[config.mk]
export PLATFORM = sky130hd
export DESIGN_NAME = sfifo_trig
export DESIGN_NICKNAME = d
export VERILOG_FILES = /design/src/rtl/sfq_pkg.sv /design/src/rtl/sfq_store.sv /design/src/rtl/sfq_thresh.sv /design/src/rtl/sfq_avgen.sv /design/src/rtl/sfifo_trig.sv
export SDC_FILE = /design/constraint.sdc
export NUM_CORES = 1
export LEC_CHECK = 0
export CAP_MARGIN = 20
export CELL_PAD_IN_SITES_DETAIL_PLACEMENT = 0
export CELL_PAD_IN_SITES_GLOBAL_PLACEMENT = 1
export CORE_ASPECT_RATIO = 0.5
export CORE_MARGIN = 5
export CORE_UTILIZATION = 35
export CTS_BUF_LIST = sky130_fd_sc_hd__clkbuf_4 sky130_fd_sc_hd__clkbuf_8 sky130_fd_sc_hd__clkbuf_16
export DETAILED_ROUTE_END_ITERATION = 10
export PLACE_DENSITY = 0.64
export SLEW_MARGIN = 20
export SYNTH_ARGS = -nofsm -noshare
export SYNTH_HDL_FRONTEND = slang
export SYNTH_SLANG_ARGS = --single-unit
[constraint.sdc]
create_clock -name clk -period 2.8 [get_ports clk]
set_input_delay 0.56 -clock clk [delete_from_list [all_inputs] [get_ports clk]]
set_output_delay 0.56 -clock clk [all_outputs]
set_load 0.02 [all_outputs]
[src/rtl/sfq_pkg.sv]
package sfq_pkg;
    typedef enum logic [1:0] {
        AV_ARMED = 2'd0,
        AV_FIRE  = 2'd1,
        AV_HELD  = 2'd2
    } av_state_e;
endpackage

[src/rtl/sfq_store.sv]
module sfq_store #(
    parameter int W     = 12,
    parameter int DEPTH = 16,
    parameter int CW    = $clog2(DEPTH + 1)
) (
    input  logic          clk,
    input  logic          rst_n,
    input  logic          flush,
    input  logic          hold_clr,
    input  logic          wr_en,
    input  logic [W-1:0]  wr_data,
    input  logic          rd_en,
    output logic [W-1:0]  rd_data,
    output logic [CW-1:0] fill,
    output logic          drop
);
    localparam int AW = (DEPTH > 1) ? $clog2(DEPTH) : 1;
    localparam logic [AW-1:0] LAST = AW'(DEPTH - 1);

    logic [W-1:0]  mem [DEPTH];
    logic [AW-1:0] wr_ptr, rd_ptr;
    logic          full, wr_ok, rd_ok;

    assign full  = (fill == CW'(DEPTH));
    assign wr_ok = wr_en & ~full & ~flush;
    assign rd_ok = rd_en & (fill != '0) & ~flush;
    assign drop  = wr_en & full & ~flush;

    always_ff @(posedge clk) begin
        if (wr_ok) begin
            mem[wr_ptr] <= wr_data;
        end
    end

    always_ff @(posedge clk or negedge rst_n) begin
        if (!rst_n) begin
            wr_ptr <= '0;
            rd_ptr <= '0;
            fill   <= '0;
        end else if (flush) begin
            wr_ptr <= '0;
            rd_ptr <= '0;
            fill   <= '0;
        end else begin
            if (wr_ok) begin
                wr_ptr <= (wr_ptr == LAST) ? '0 : wr_ptr + 1'b1;
            end
            if (rd_ok) begin
                rd_ptr <= (rd_ptr == LAST) ? '0 : rd_ptr + 1'b1;
            end
            unique case ({wr_ok, rd_ok})
                2'b10:   fill <= fill + 1'b1;
                2'b01:   fill <= fill - 1'b1;
                default: fill <= fill;
            endcase
        end
    end

    always_ff @(posedge clk or negedge rst_n) begin
        if (!rst_n) begin
            rd_data <= '0;
        end else if (hold_clr) begin
            rd_data <= '0;
        end else if (rd_ok) begin
            rd_data <= mem[rd_ptr];
        end
    end
endmodule

[src/rtl/sfq_thresh.sv]
module sfq_thresh #(
    parameter int CW = 5
) (
    input  logic [1:0]    chan_cnt,
    input  logic [1:0]    trig_sel,
    output logic [CW-1:0] thr
);
    int unsigned lvl;

    always_comb begin
        unique case ({chan_cnt, trig_sel})
            4'b00_00: lvl = 1;
            4'b00_01: lvl = 4;
            4'b00_10: lvl = 8;
            4'b00_11: lvl = 14;
            4'b01_00: lvl = 2;
            4'b01_01: lvl = 4;
            4'b01_10: lvl = 8;
            4'b01_11: lvl = 12;
            4'b10_00: lvl = 3;
            4'b10_01: lvl = 6;
            4'b10_10: lvl = 9;
            4'b10_11: lvl = 12;
            4'b11_00: lvl = 4;
            4'b11_01: lvl = 8;
            4'b11_10: lvl = 12;
            default:  lvl = 4;
        endcase
        thr = CW'(lvl);
    end
endmodule

[src/rtl/sfq_avgen.sv]
module sfq_avgen
    import sfq_pkg::*;
#(
    parameter int CW = 5
) (
    input  logic          clk,
    input  logic          rst_n,
    input  logic          restart,
    input  logic [CW-1:0] fill,
    input  logic [CW-1:0] thr,
    input  logic          av_pulse,
    input  logic          av_high,
    output logic          data_av
);
    av_state_e state, nxt;
    logic      reached;
    logic      active;

    assign reached = (fill >= thr);

    always_ff @(posedge clk or negedge rst_n) begin
        if (!rst_n) begin
            state <= AV_ARMED;
        end else begin
            state <= nxt;
        end
    end

    always_comb begin
        nxt = state;
        if (restart) begin
            nxt = AV_ARMED;
        end else begin
            unique case (state)
                AV_ARMED: if (reached) nxt = AV_FIRE;
                AV_FIRE:  nxt = reached ? AV_HELD : AV_ARMED;
                AV_HELD:  if (!reached) nxt = AV_ARMED;
                default:  nxt = AV_ARMED;
            endcase
        end
    end

    always_comb begin
        active  = av_pulse ? (state == AV_FIRE) : reached;
        data_av = av_high ? active : ~active;
    end
endmodule

[src/rtl/sfifo_trig.sv]
module sfifo_trig #(
    parameter int W     = 12,
    parameter int DEPTH = 16
) (
    input  logic         clk,
    input  logic         rst_n,
    input  logic         dev_rst,
    input  logic         fifo_clr,
    input  logic         wr_en,
    input  logic [W-1:0] wr_data,
    input  logic         rd_en,
    output logic [W-1:0] rd_data,
    input  logic         stat_rd,
    input  logic [1:0]   chan_cnt,
    input  logic [1:0]   trig_sel,
    input  logic         av_pulse,
    input  logic         av_high,
    output logic         ovfl,
    output logic         data_av
);
    localparam int CW = $clog2(DEPTH + 1);

    logic [CW-1:0] fill;
    logic [CW-1:0] thr;
    logic          drop;
    logic          flush;

    assign flush = dev_rst | fifo_clr;

    sfq_store #(.W(W), .DEPTH(DEPTH), .CW(CW)) u_store (
        .clk      (clk),
        .rst_n    (rst_n),
        .flush    (flush),
        .hold_clr (dev_rst),
        .wr_en    (wr_en),
        .wr_data  (wr_data),
        .rd_en    (rd_en),
        .rd_data  (rd_data),
        .fill     (fill),
        .drop     (drop)
    );

    sfq_thresh #(.CW(CW)) u_thresh (
        .chan_cnt (chan_cnt),
        .trig_sel (trig_sel),
        .thr      (thr)
    );

    sfq_avgen #(.CW(CW)) u_avgen (
        .clk      (clk),
        .rst_n    (rst_n),
        .restart  (flush),
        .fill     (fill),
        .thr      (thr),
        .av_pulse (av_pulse),
        .av_high  (av_high),
        .data_av  (data_av)
    );

    always_ff @(posedge clk or negedge rst_n) begin
        if (!rst_n) begin
            ovfl <= 1'b0;
        end else if (dev_rst) begin
            ovfl <= 1'b0;
        end else if (drop) begin
            ovfl <= 1'b1;
        end else if (stat_rd) begin
            ovfl <= 1'b0;
        end
    end
endmodule

== After elaboration in Yosys (flattened, before gate mapping) ==
Memories as Yosys holds them, arrays and structs flattened.
Cells that the tools add are included.
Widths: inputs -> output; s select.

* Register bits after elaboration: 28
* Memory bits (writable): 192
* ROM bits: 64
* Input port bits: 25
* Output and inout bits: 14
* Word-level logic and storage cells: 62
* Memories: 2

{| class="wikitable"
|+ Memories
! name !! depth !! bits a word !! read ports !! clocked after Yosys merged registers in !! wr ports !! RTL line !! source
|-
| u_store.mem || 16 || 12 || 1 || 0 || 1 || sfq_store.sv:20 || <nowiki>logic [W-1:0] mem [DEPTH];</nowiki>
|-
| (name not given) || 16 || 4 || 1 || 0 || 0 || sfq_thresh.sv:11 || <nowiki>unique case ({chan_cnt, trig_sel})</nowiki>
|}

* Add/sub/neg operators: 4
* $lt $le $gt $ge: 1
* Equal/unequal tests: 9
* Mux-type cells: 22
* Bitwise gates (word level): 10
* Reduce and logical (&&, ||, !) cells: 8

{| class="wikitable"
|+ Operator list
! operator !! count
|-
| $mux 12 || 2
|-
| $mux 4 || 6
|-
| $pmux 5 s2 || 1
|-
| $add 4x1->4 const B || 2
|-
| $eq 4x4->1 const B || 2
|-
| $mux 2 || 4
|-
| $mux 1 || 7
|-
| $and 1x1->1 || 6
|-
| $pmux 2 s3 || 1
|-
| $reduce_bool 2->1 || 3
|-
| $reduce_bool 3->1 || 2
|-
| $add 5x1->5 const B || 1
|-
| $eq 5x5->1 const B || 1
|-
| $ge 5x5->1 || 1
|-
| $mux 5 || 1
|-
| $reduce_bool 5->1 || 1
|-
| $sub 5x1->5 const B || 1
|-
| $eq 2x1->1 const B || 2
|-
| $eq 2x2->1 const B || 2
|-
| $ne 3x2->1 const B || 1
|-
| $ne 3x3->1 const B || 1
|-
| $not 1->1 || 3
|-
| $logic_not 2->1 || 1
|-
| $reduce_and 2->1 || 1
|-
| $or 1x1->1 || 1
|}

== Longest topological paths before layout ==
Gate-level depths: netlist of run 1.

* Depth in word-level cells: 7
* Gate-level depth with buffers: 10
* Mapped depth without buffers: 10

== Modules after synthesis ==
A second synthesis of run 1 with hierarchy kept.

* Cells, all modules: 498
* Area, all modules: 9317.7 um^2

{| class="wikitable"
|+ Modules (own cells, without submodules)
! module !! times used !! cells each !! area each (um^2) !! seq. area each (um^2)
|-
| sfq_store || 1 || 447 || 8873.5 || 6391.1
|-
| sfq_avgen || 1 || 30 || 266.5 || 50.0
|-
| sfq_thresh || 1 || 16 || 127.6 || 0.0
|-
| sfifo_trig || 1 || 5 || 50.0 || 25.0
|}

== Worst setup path before layout of run 1 ==
No wires, ideal clock.

* Path type: input port to output port
* Start: input trig_sel[1]
* End: output data_av
* Arrival time: 2.358 ns
* Data required time: 2.240 ns
* Path slack: -0.118 ns
* Cell stages on the path: 10
* Buffers on the path: 0
* Cells stage by stage: inv_1 -> ha_1 -> nor2_1 -> a211oi_1 -> ha_1 -> nand2b_1 -> a21o_1 -> a21o_1 -> a2111o_1 -> o211ai_1

* Longest elaborated chain between the ends: 5

{| class="wikitable"
|+ RTL lines
! element !! RTL line !! source
|-
| start: declaration || sfifo_trig.sv:15 || <nowiki>input logic [1:0] trig_sel,</nowiki>
|-
| $mem_v2 16x4 (*) || - ||
|-
| $ge 5x5->1 (*) || sfq_avgen.sv:19 || <nowiki>assign reached = (fill >= thr);</nowiki>
|-
| $mux 1 (*) || sfq_avgen.sv:44 || <nowiki>active = av_pulse ? (state == AV_FIRE) : reached;</nowiki>
|-
| $not 1->1 || sfq_avgen.sv:45 || <nowiki>data_av = av_high ? active : ~active;</nowiki>
|-
| $mux 1 (*) || sfq_avgen.sv:45 ||
|-
| end: declaration || sfifo_trig.sv:19 || <nowiki>output logic data_av</nowiki>
|}

Every way passes the cells marked *; elsewhere a longest branch is shown, timed or not.

== Worst setup path after layout of run 1 ==
* Start: input chan_cnt[0]
* End: output data_av

* Longest elaborated chain between the ends: 5

{| class="wikitable"
|+ RTL lines
! element !! RTL line !! source
|-
| start: declaration || sfifo_trig.sv:14 || <nowiki>input logic [1:0] chan_cnt,</nowiki>
|-
| $mem_v2 16x4 (*) || - ||
|-
| $ge 5x5->1 (*) || sfq_avgen.sv:19 ||
|-
| $mux 1 (*) || sfq_avgen.sv:44 ||
|-
| $not 1->1 || sfq_avgen.sv:45 ||
|-
| $mux 1 (*) || sfq_avgen.sv:45 ||
|}

Marked as above.

==> results.sh, run 1 <==
export IMPL_status="finished with violations"
export IMPL_violations="setup timing"
export IMPL_synth_edf_count=192
export IMPL_hpwl_um=12500
export IMPL_fmax_ghz=0.337
export IMPL_critPathLaunchType="primary input"
export IMPL_finalWirelength_um=19900
export IMPL_fp_dieH_um=124
export IMPL_netlist_area_leader_share_pct=63.7
export IMPL_drtAntennaViolNets=0
export IMPL_power_density_nw_per_um2=632
export IMPL_end_kind="output pin"
export IMPL_finalSetupViolCount=1
export IMPL_antenna_cells=0
export IMPL_placed_area_sq_um=10300
export IMPL_ctsRootBufferMaster="clkbuf_16"
export IMPL_maxCapViolations=0
export IMPL_rsz0062_at_grt="true"
export IMPL_crit_path_max_fanout=3
export IMPL_design_area_sq_um=11100
export IMPL_track_usage_pct=13.8
export IMPL_grt_max_degree=32
export IMPL_p_leak_nw=3.69
export IMPL_peakVddDrop_uv=350
export IMPL_synthArstFlopShare_pct=12.7
export IMPL_ys_ff_latch=220
export IMPL_synth_area_per_cell_sq_um=18.4
export IMPL_synth_distinct_cells=45
export IMPL_gp_congestion=0.767
export IMPL_hold_buffers=0
export IMPL_syn_inst=491
export IMPL_finalCritPeriodShare_pct=106
export IMPL_clk_path_buf_depth=3
export IMPL_numClockSinks=220
export IMPL_post_place_ws_ns=-1.10
export IMPL_drt_wirelength_per_cell_um=21.1
export IMPL_drive_above_1_share_pct=30.4
export IMPL_antenna_found_initial=0
export IMPL_pin_count=39
export IMPL_slew_violations=0
export IMPL_critPathKind="primary input to output pin"
export IMPL_dr_pass1_iters=4
export IMPL_hp_class="primary input to async pin"
export IMPL_synth_area_sq_um=9050
export IMPL_core_area_sq_um=25300
export IMPL_synth_seq_area_share_pct=71.4
export IMPL_numCtsBuffers=22
export IMPL_portBuffers=38
export IMPL_grt_pass1_wl_um=30500
export IMPL_vias=4848
export IMPL_tightest_slew_ns=0.926
export IMPL_die_w_um=237
export IMPL_ys_flop_type="edfxtp_1"
export IMPL_arrival_ns=2.40
export IMPL_dieArea_sq_um=29400
export IMPL_nets=625
export IMPL_synth_area_leaders="edfxtp_1, mux4_2, dfrtp_1, ha_1, nor2_1"
export IMPL_fin_skew_ns=0.00917
export IMPL_cts_tree="done"
export IMPL_synth_top_area_cell="edfxtp_1"
export IMPL_grt_ovfl_total=0
export IMPL_drc=0
export IMPL_yosysWarnings=0
export IMPL_syn2layout_area_growth_pct=22.7
export IMPL_grt_pass1_vias=4938
export IMPL_timing_final_ws_setup_ns=-0.165
export IMPL_start_util_pct=35.7
export IMPL_h_tree_depth=1
export IMPL_period_needed_ns=2.96
export IMPL_worstSkewPairLatency_ns=0.52
export IMPL_path_clk_slew_ns=0.07
export IMPL_drt_iter0_drc=515
export IMPL_syn_nets=530
export IMPL_maxSlewHeadroom_pct=38.3
export IMPL_rows=41
export IMPL_hold_viol_final=0
export IMPL_viasPerCell=5.13
export IMPL_crit_required_ns=2.24
export IMPL_nFillCells=2227
-- path summary, 6_finish.rpt --
path | end | slack, ns | from | depth (start not counted)
setup / recovery | data_av | -0.16 | chan_cnt[0] | 9
hold / removal | u_store.fill[3]$_DFFE_PN0P_ | 0.44 | rst_n | 2
setup reg to reg | u_store.fill[4]$_DFFE_PN0P_ | 0.15 | u_store.fill[1]$_DFFE_PN0P_ | 9
hold reg to reg | u_avgen.state[0]$_DFFE_PN0P_ | 0.48 | u_avgen.state[0]$_DFFE_PN0P_ | 1
max in group asynchronous | u_store.rd_ptr[0]$_DFFE_PN0P_ | 2.04 | rst_n | 2
min in group clk | u_avgen.state[0]$_DFFE_PN0P_ | 0.48 | u_avgen.state[0]$_DFFE_PN0P_ | 1
-- power by group --
| part | switching (mW) | total (mW) | internal (mW) |
|---|---|---|---|
| sequential | 0.0147 | 3.60 | 3.59 |
| combinational | 0.191 | 0.371 | 0.180 |
| clock | 1.24 | 3.04 | 1.80 |
-- logic make-up (layout without fill, tap and decap cells) --
logic type      Yosys count  after routing  synth area share (%)
mux                      64             64                  15.4
simple gates            104            104                  5.64
buf+inv                  34            144                  1.59
fa+ha+maj                14             14                  1.94
flops                   220            220                  71.4
compound gates           49             49                  3.44
xor+xnor                  6              6                 0.581
-- repair_timing --
action	in CTS	in global routing
cloned	0	0
pin swaps	6	2
endpoints found under the setup margin	1	3
gates resized for setup	31	4
buffers inserted	1	0
-- state kept, by name, summed over array words and instances (netlist names) --
signal / flops
ovfl: 1
u_avgen.state: 2
u_store.fill: 5
u_store.mem: 192
u_store.rd_data: 12
u_store.rd_ptr: 4
u_store.wr_ptr: 4
-- cell usage after synthesis (4+ instances only) --
| library cell | n |
|---|---|
| a21oi_1 | 13 |
| inv_1 | 8 |
| nor3_1 | 7 |
| dfrtp_1 | 28 |
| clkbuf_1 | 17 |
| edfxtp_1 | 192 |
| ha_1 | 14 |
| nor2_1 | 33 |
| mux4_2 | 60 |
| nand2_1 | 24 |
| o21ai_0 | 15 |
| a211oi_1 | 4 |
| nand3_1 | 9 |
| nand2b_1 | 16 |
| buf_2 | 7 |
| mux2i_1 | 4 |
-- final cells by class --
cell class | instances | area (sq um) | share of cell area (%)
Multi-Input combinational cell | 237 | 2520 | 22.7
Timing Repair Buffer | 97 | 895 | 8.05
Clock buffer | 28 | 596 | 5.36
Sequential cell | 220 | 6470 | 58.3
Tap cell | 344 | 430 | 3.88
Clock inverter | 11 | 161 | 1.45
Inverter | 8 | 32.5 | 0.293
-- placed cells by master (no fill, tap or decap), types with 12 or more instances in the layout --
cell type,count
nand2b_1,16
a21oi_1,12
clkdlybuf4s50_1,33
o21ai_0,15
buf_4,53
dfrtp_1,26
clkbuf_16,22
nand2_1,24
edfxtp_1,192
mux4_2,60
ha_1,12
nor2_1,32
-- critical path, cell delays in order --
cell	delay [ns]
clkdlybuf4s15_1	0.21
buf_4	0.16
o22a_1	0.20
ha_1	0.29
a21o_1	0.18
a21o_1	0.18
a2111o_1	0.36
o211ai_1	0.09
buf_4	0.17
-- through the flow --
stage	TNS (ns)	power (mW)	instances	hold slack, ns	utilization [%]
detailed placement	-1.29	4.03	905	0.470	40.6
finish	-0.165	7.02	945	0.436	43.8
floorplan	0	3.85	491	0.264	-
CTS	-0.186	7.09	945	0.433	43.7
global route	-0.309	7.27	945	0.471	43.8
global placement	-1.22	4.03	905	0.455	40.6
-- layer usage --
metal | routed length [um] | global-route usage, % | up-vias | part of all wire, %
met2 | 8950 | 21.2 | 120 | 45
met3 | 1080 | 2.57 | 24 | 5.4
met4 | 353 | 3.39 | 0 | 1.8
met5 | 0 | 0 | - | 0
li1 | - | - | 2148 | -
met1 | 9540 | 20.6 | 2556 | 48
No activity file was read; power rests on OpenSTA's default activity.
==> run 2: changes to the inputs <==
--- a/config.mk
+++ b/config.mk
@@ -5,6 +5,7 @@
 export SDC_FILE = /design/constraint.sdc
 export NUM_CORES = 1
 export LEC_CHECK = 0
+export ABC_AREA = 1
 export CAP_MARGIN = 20
 export CELL_PAD_IN_SITES_DETAIL_PLACEMENT = 0
 export CELL_PAD_IN_SITES_GLOBAL_PLACEMENT = 1
@@ -12,8 +13,9 @@
 export CORE_MARGIN = 5
 export CORE_UTILIZATION = 35
 export CTS_BUF_LIST = sky130_fd_sc_hd__clkbuf_4 sky130_fd_sc_hd__clkbuf_8 sky130_fd_sc_hd__clkbuf_16
+export CTS_CLUSTER_SIZE = 10
 export DETAILED_ROUTE_END_ITERATION = 10
-export PLACE_DENSITY = 0.64
+export PLACE_DENSITY = 0.67
 export SLEW_MARGIN = 20
 export SYNTH_ARGS = -nofsm -noshare
 export SYNTH_HDL_FRONTEND = slang
==> results.sh, run 2 <==
export IMPL_track_usage_pct=15.4
export IMPL_syn2layout_area_growth_pct=22.1
export IMPL_vias=6171
export IMPL_period_needed_ns=2.90
export IMPL_whs_ns=0.424
export IMPL_ys_ff_latch=220
export IMPL_grt_ovfl_total=0
export IMPL_numClockSinks=220
export IMPL_core_area_sq_um=25500
export IMPL_hold_start="u_avgen.state[0]$_DFFE_PN0P_"
export IMPL_grt_pass1_wl_um=36000
export IMPL_finalSetupViolCount=2
export IMPL_drc=0
export IMPL_top_regs="u_store.mem x192, u_store.rd_data x12, u_store.fill x5"
export IMPL_ys_flop_type="edfxtp_1"
export IMPL_fin_skew_ns=0.0287
export IMPL_largest_register="u_store.mem"
export IMPL_worstSkewPairLatency_ns=0.54
export IMPL_gp_congestion=0.814
export IMPL_grt_max_degree=108
export IMPL_peakVddDrop_uv=350
export IMPL_syn_nets=812
export IMPL_post_place_ws_ns=-1.10
export IMPL_drtAntennaViolNets=0
export IMPL_drive_above_1_share_pct=16.7
export IMPL_holdPathStages=1
export IMPL_grt_pass1_vias=6060
export IMPL_layout_commonest_cell="edfxtp_1"
export IMPL_antenna_found_initial=1
export IMPL_end_kind="output pin"
export IMPL_setup_tns_ns=-0.109
export IMPL_dr_pass1_iters=5
export IMPL_status="finished with violations"
export IMPL_synth_top_area_cell="edfxtp_1"
export IMPL_violations="setup timing"
export IMPL_finalCritPeriodShare_pct=104
export IMPL_synth_area_per_cell_sq_um=11.9
export IMPL_hold_buffers=0
export IMPL_drt_wirelength_per_cell_um=19.0
export IMPL_critPathKind="primary input to output pin"
export IMPL_ys_top_cells_by_count="edfxtp_1, nand2_1, nor2_1"
export IMPL_nFillCells=2333
export IMPL_ff2ff_path_depth=18
export IMPL_critPathLaunchType="primary input"
export IMPL_hp_class="flop to flop"
export IMPL_clk_path_buf_depth=3
export IMPL_r2r_setup_slack_ns=0.17
export IMPL_r2r_start="u_store.fill[0]$_DFFE_PN0P_"
export IMPL_fmax_ghz=0.345
export IMPL_fin_cells=1224
export IMPL_synth_seq_area_share_pct=70.5
export IMPL_slew_violations=0
export IMPL_post_synth_top_count_cell="edfxtp_1"
export IMPL_synthArstFlopShare_pct=12.7
export IMPL_pin_count=39
export IMPL_numCtsBuffers=25
export IMPL_drt_iter0_drc=547
export IMPL_hpwl_um=14600
export IMPL_synth_edf_count=192
export IMPL_rsz0062_at_grt="true"
export IMPL_crit_required_ns=2.24
export IMPL_h_tree_depth=1
export IMPL_nets=902
export IMPL_p_leak_nw=4.13
export IMPL_path_clk_slew_ns=0.06
export IMPL_synth_area_leaders="edfxtp_1, dfrtp_1, nand2_1, nor2_1, o21ai_0"
export IMPL_power_density_nw_per_um2=632
export IMPL_final_cell_mix="edfxtp_1, nand2_1, nor2_1"
export IMPL_netlist_area_leader_share_pct=62.8
export IMPL_rows=41
export IMPL_yosysWarnings=0
export IMPL_tightest_slew_ns=0.853
export IMPL_largest_reg_flops=192
export IMPL_ctsRootBufferMaster="clkbuf_16"
export IMPL_timing_final_ws_setup_ns=-0.100
export IMPL_viasPerCell=5.04
export IMPL_finalWirelength_um=23300
export IMPL_maxSlewHeadroom_pct=43.1
export IMPL_dp_cells=1170
export IMPL_crit_path_max_fanout=3
export IMPL_dieArea_sq_um=29700
export IMPL_synth_distinct_cells=38
export IMPL_portBuffers=38
export IMPL_antenna_cells=0
export IMPL_cts_tree="done"
export IMPL_min_to="u_avgen.state[0]$_DFFE_PN0P_"
export IMPL_die_w_um=239
export IMPL_maxCapViolations=0
export IMPL_r2r_end="u_avgen.state[0]$_DFFE_PN0P_"
export IMPL_syn_inst=773
export IMPL_start_util_pct=36.0
export IMPL_hold_viol_final=0
export IMPL_synth_area_sq_um=9170
export IMPL_arrival_ns=2.34
export IMPL_fp_dieH_um=124
run 2: changes by cell type after synthesis, sizes merged, moves of 18 or more:
cell,before,now
o22ai,1,23
a21oi,13,31
mux4,60,0
nor2,33,91
nand3,9,41
nand2,24,135
o21ai,15,97
inv,8,40
run 2: cells by family after synthesis:
logic type	Yosys count	synth area share, %
adders and majority gates	14	1.91
AOI/OAI and AO/OA	179	11.1
buffers and inverters	80	3.42
xor gates and xnor gates	3	0.286
DFF	220	70.5
and+or+nand+nor	277	12.8
run 2: how the worst max path moves through the flow:
stage | from | end | slack (ns) | depth (start not counted)
after floorplan | trig_sel[1] | data_av | 0.02 | 12
after global placement | trig_sel[1] | data_av | -1.06 | 14
after detailed placement | trig_sel[1] | data_av | -1.10 | 13
after CTS | trig_sel[1] | data_av | -0.17 | 14
after global routing | trig_sel[0] | data_av | -0.22 | 13
final | trig_sel[0] | data_av | -0.10 | 13
run 2: report_power, final:
part / internal (mW) / switching, mW
registers: 3.59 / 0.0112
clock network: 1.85 / 1.24
logic: 0.154 / 0.235
run 2: layout make-up:
| class | instances | area, sq um | area share [%] |
|---|---|---|---|
| inverter | 40 | 155 | 1.38 |
| tap | 344 | 430 | 3.84 |
| clock inverter | 1 | 20.0 | 0.179 |
| timing repair buffer | 103 | 911 | 8.13 |
| sequential | 220 | 6470 | 57.7 |
| clock buffer | 43 | 761 | 6.79 |
| multi-input combinational | 473 | 2460 | 22.0 |
run 2: layer usage:
metal,wire [um],up-vias,track usage [%],share of wire [%]
li1,-,2968,-,-
met1,11100,3006,22.9,48
met2,10400,164,23.7,45
met3,1280,31,2.41,5.5
met4,448,2,3.72,1.9
met5,13,-,0,0.056
run 2: repair_timing:
action,in CTS,in global routing
pin swaps,10,12
endpoints found under the setup margin,1,3
setup buffers,11,1
gates cloned,0,0
resized for setup,34,10
run 2: through the flow:
stage,cell area (sq um),total power [mW],util (%)
global placement,10300,4.01,40.3
floorplan,9190,3.84,-
finish,11200,7.08,44.0
global route,11200,7.33,44.0
detailed placement,10300,4.01,40.3
CTS,11200,7.13,43.9
run 2: worst max-delay path, stage by stage:
cell and delay, ns:
buf_6 0.10, inv_4 0.05, ha_4 0.14, nor2_2 0.04, a211oi_2 0.21, ha_1 0.26, o21a_1 0.17, o21a_1 0.17
o21ai_2 0.12, nand2_2 0.09, o21ai_4 0.15, xor2_2 0.15, buf_6 0.13
==> run 3: changes to the inputs <==
--- a/config.mk
+++ b/config.mk
@@ -9,7 +9,7 @@
 export CAP_MARGIN = 20
 export CELL_PAD_IN_SITES_DETAIL_PLACEMENT = 0
 export CELL_PAD_IN_SITES_GLOBAL_PLACEMENT = 1
-export CORE_ASPECT_RATIO = 0.5
+export CORE_ASPECT_RATIO = 1.1
 export CORE_MARGIN = 5
 export CORE_UTILIZATION = 35
 export CTS_BUF_LIST = sky130_fd_sc_hd__clkbuf_4 sky130_fd_sc_hd__clkbuf_8 sky130_fd_sc_hd__clkbuf_16
==> results.sh, run 3 (synthesis results as in run 2) <==
export IMPL_status="finished with violations"
export IMPL_violations="setup timing"
export IMPL_design_area_sq_um=11200
export IMPL_vias=6171
export IMPL_viasPerCell=5.06
export IMPL_grt_ovfl_total=0
export IMPL_clk_path_buf_depth=3
export IMPL_largest_register="u_store.mem"
export IMPL_period_needed_ns=2.95
export IMPL_power_density_nw_per_um2=630
export IMPL_hpwl_um=14500
export IMPL_hp_class="primary input to async pin"
export IMPL_arrival_ns=2.39
export IMPL_track_usage_pct=15.5
export IMPL_finalCritPeriodShare_pct=105
export IMPL_maxSlewHeadroom_pct=50.2
export IMPL_dieArea_sq_um=29600
export IMPL_finalPower_mw=7.03
export IMPL_largest_reg_flops=192
export IMPL_end_kind="output pin"
export IMPL_fp_dieH_um=180
export IMPL_numCtsBuffers=26
export IMPL_antenna_found_initial=0
export IMPL_hold_buffers=0
export IMPL_hold_viol_final=0
export IMPL_nFillCells=2406
export IMPL_drtAntennaViolNets=0
export IMPL_fin_skew_ns=0.0133
export IMPL_maxCapViolations=0
export IMPL_drt_iter0_drc=473
export IMPL_layout_commonest_cell="edfxtp_1"
export IMPL_rsz0062_at_grt="true"
export IMPL_top_regs="u_store.mem x192, u_store.rd_data x12, u_store.fill x5"
export IMPL_die_w_um=164
export IMPL_finalWirelength_um=23000
export IMPL_pin_count=39
export IMPL_drt_wirelength_per_cell_um=18.9
export IMPL_p_clk_share_pct=43.3
export IMPL_intPower_mw=5.58
export IMPL_grt_max_degree=72
export IMPL_timing_final_ws_setup_ns=-0.152
export IMPL_core_area_sq_um=26000
export IMPL_pwr_share_seq_pct=51.2
export IMPL_tightest_slew_ns=0.746
export IMPL_drc=0
export IMPL_path_clk_slew_ns=0.05
export IMPL_power_frac_comb_pct=5.5
export IMPL_slew_violations=0
export IMPL_cts_tree="done"
export IMPL_setup_tns_ns=-0.152
export IMPL_p_sw_share_pct=20.7
export IMPL_drive_above_1_share_pct=15.7
export IMPL_crit_required_ns=2.24
export IMPL_portBuffers=38
export IMPL_dr_pass1_iters=5
export IMPL_nets=895
export IMPL_switching_power_mw=1.45
export IMPL_rows=62
export IMPL_grt_pass1_vias=6082
export IMPL_fin_util_pct=42.9
export IMPL_antenna_cells=0
export IMPL_start_util_pct=35.3
export IMPL_peakVddDrop_uv=335
export IMPL_gp_congestion=0.778
export IMPL_finalSetupViolCount=1
export IMPL_worstSkewPairLatency_ns=0.52
export IMPL_numClockSinks=220
export IMPL_syn2layout_area_growth_pct=21.6
export IMPL_crit_path_max_fanout=3
export IMPL_grt_pass1_wl_um=35500
export IMPL_critPathKind="primary input to output pin"
export IMPL_p_leak_nw=4.08
export IMPL_critPathLaunchType="primary input"
export IMPL_fmax_ghz=0.339
export IMPL_placed_area_sq_um=10200
export IMPL_final_cell_mix="edfxtp_1, nand2_1, nor2_1"
export IMPL_ctsRootBufferMaster="clkbuf_16"
export IMPL_h_tree_depth=1
## run 3: power by group through the flow
| stage | Clock [mW] | Combinational [mW] | Sequential (mW) |
|---|---|---|---|
| 5_1_grt | 3.26 | 0.427 | 3.60 |
| 4_1_cts | 3.12 | 0.390 | 3.60 |
| 2_1_floorplan | 0 | 0.161 | 3.67 |
| 3_3_place_gp | 0 | 0.347 | 3.67 |
| 6_report | 3.04 | 0.386 | 3.60 |
| 3_5_place_dp | 0 | 0.349 | 3.67 |
## run 3: per-layer routing
metal / wire length [um] / track usage (%) / share of wire, %
met5: 0 / 0 / 0
met4: 492 / 4.09 / 2.1
met3: 918 / 2.08 / 4.0
met2: 12000 / 26.9 / 52
met1: 9640 / 20.4 / 42
## run 3: worst max-delay path: stages
cell and delay [ns]:
buf_8 0.10, inv_4 0.05, ha_4 0.13, nor2_2 0.04, a211oi_2 0.22, ha_1 0.26
o21a_1 0.18, o21a_1 0.16, o21ai_1 0.12, nand2_1 0.10, o21ai_2 0.18, xor2_2 0.16
buf_6 0.13
## run 3: through the flow
step,setup slack (ns),instances,hold slack (ns)
after floorplan,0.0184,773,0.264
after global placement,-1.16,1171,0.421
after detailed placement,-1.13,1171,0.423
after CTS,-0.180,1223,0.423
after global routing,-0.322,1219,0.452
final,-0.152,1219,0.429
## run 3: final timing paths
check | startpoint | depth (start not counted) | to | slack (ns)
worst max-delay path | trig_sel[1] | 13 | data_av | -0.15
worst min-delay path | rst_n | 1 | u_store.rd_ptr[3]$_DFFE_PN0P_ | 0.43
worst max register to register | u_store.fill[0]$_DFFE_PN0P_ | 16 | u_avgen.state[0]$_DFFE_PN0P_ | 0.37
worst min register to register | u_avgen.state[0]$_DFFE_PN0P_ | 1 | u_avgen.state[0]$_DFFE_PN0P_ | 0.44
max in group asynchronous | rst_n | 2 | u_store.rd_data[0]$_DFFE_PN0P_ | 1.77
min in group clk | u_avgen.state[0]$_DFFE_PN0P_ | 1 | u_avgen.state[0]$_DFFE_PN0P_ | 0.44
## run 3: area by class of cell
class | count | area, sq um | area share (%)
inverters | 40 | 155 | 1.39
clock buffers | 37 | 751 | 6.73
well taps | 352 | 440 | 3.95
repair buffers | 95 | 836 | 7.49
flip-flops and latches | 220 | 6470 | 58.0
multi-input cells | 473 | 2490 | 22.3
clock inverters | 2 | 13.8 | 0.123
## run 3: what timing repair did
item / CTS / global route
pin swaps: 11 / 13
setup buffers: 13 / 1
resized for setup: 36 / 12
endpoints found under the setup margin: 1 / 3
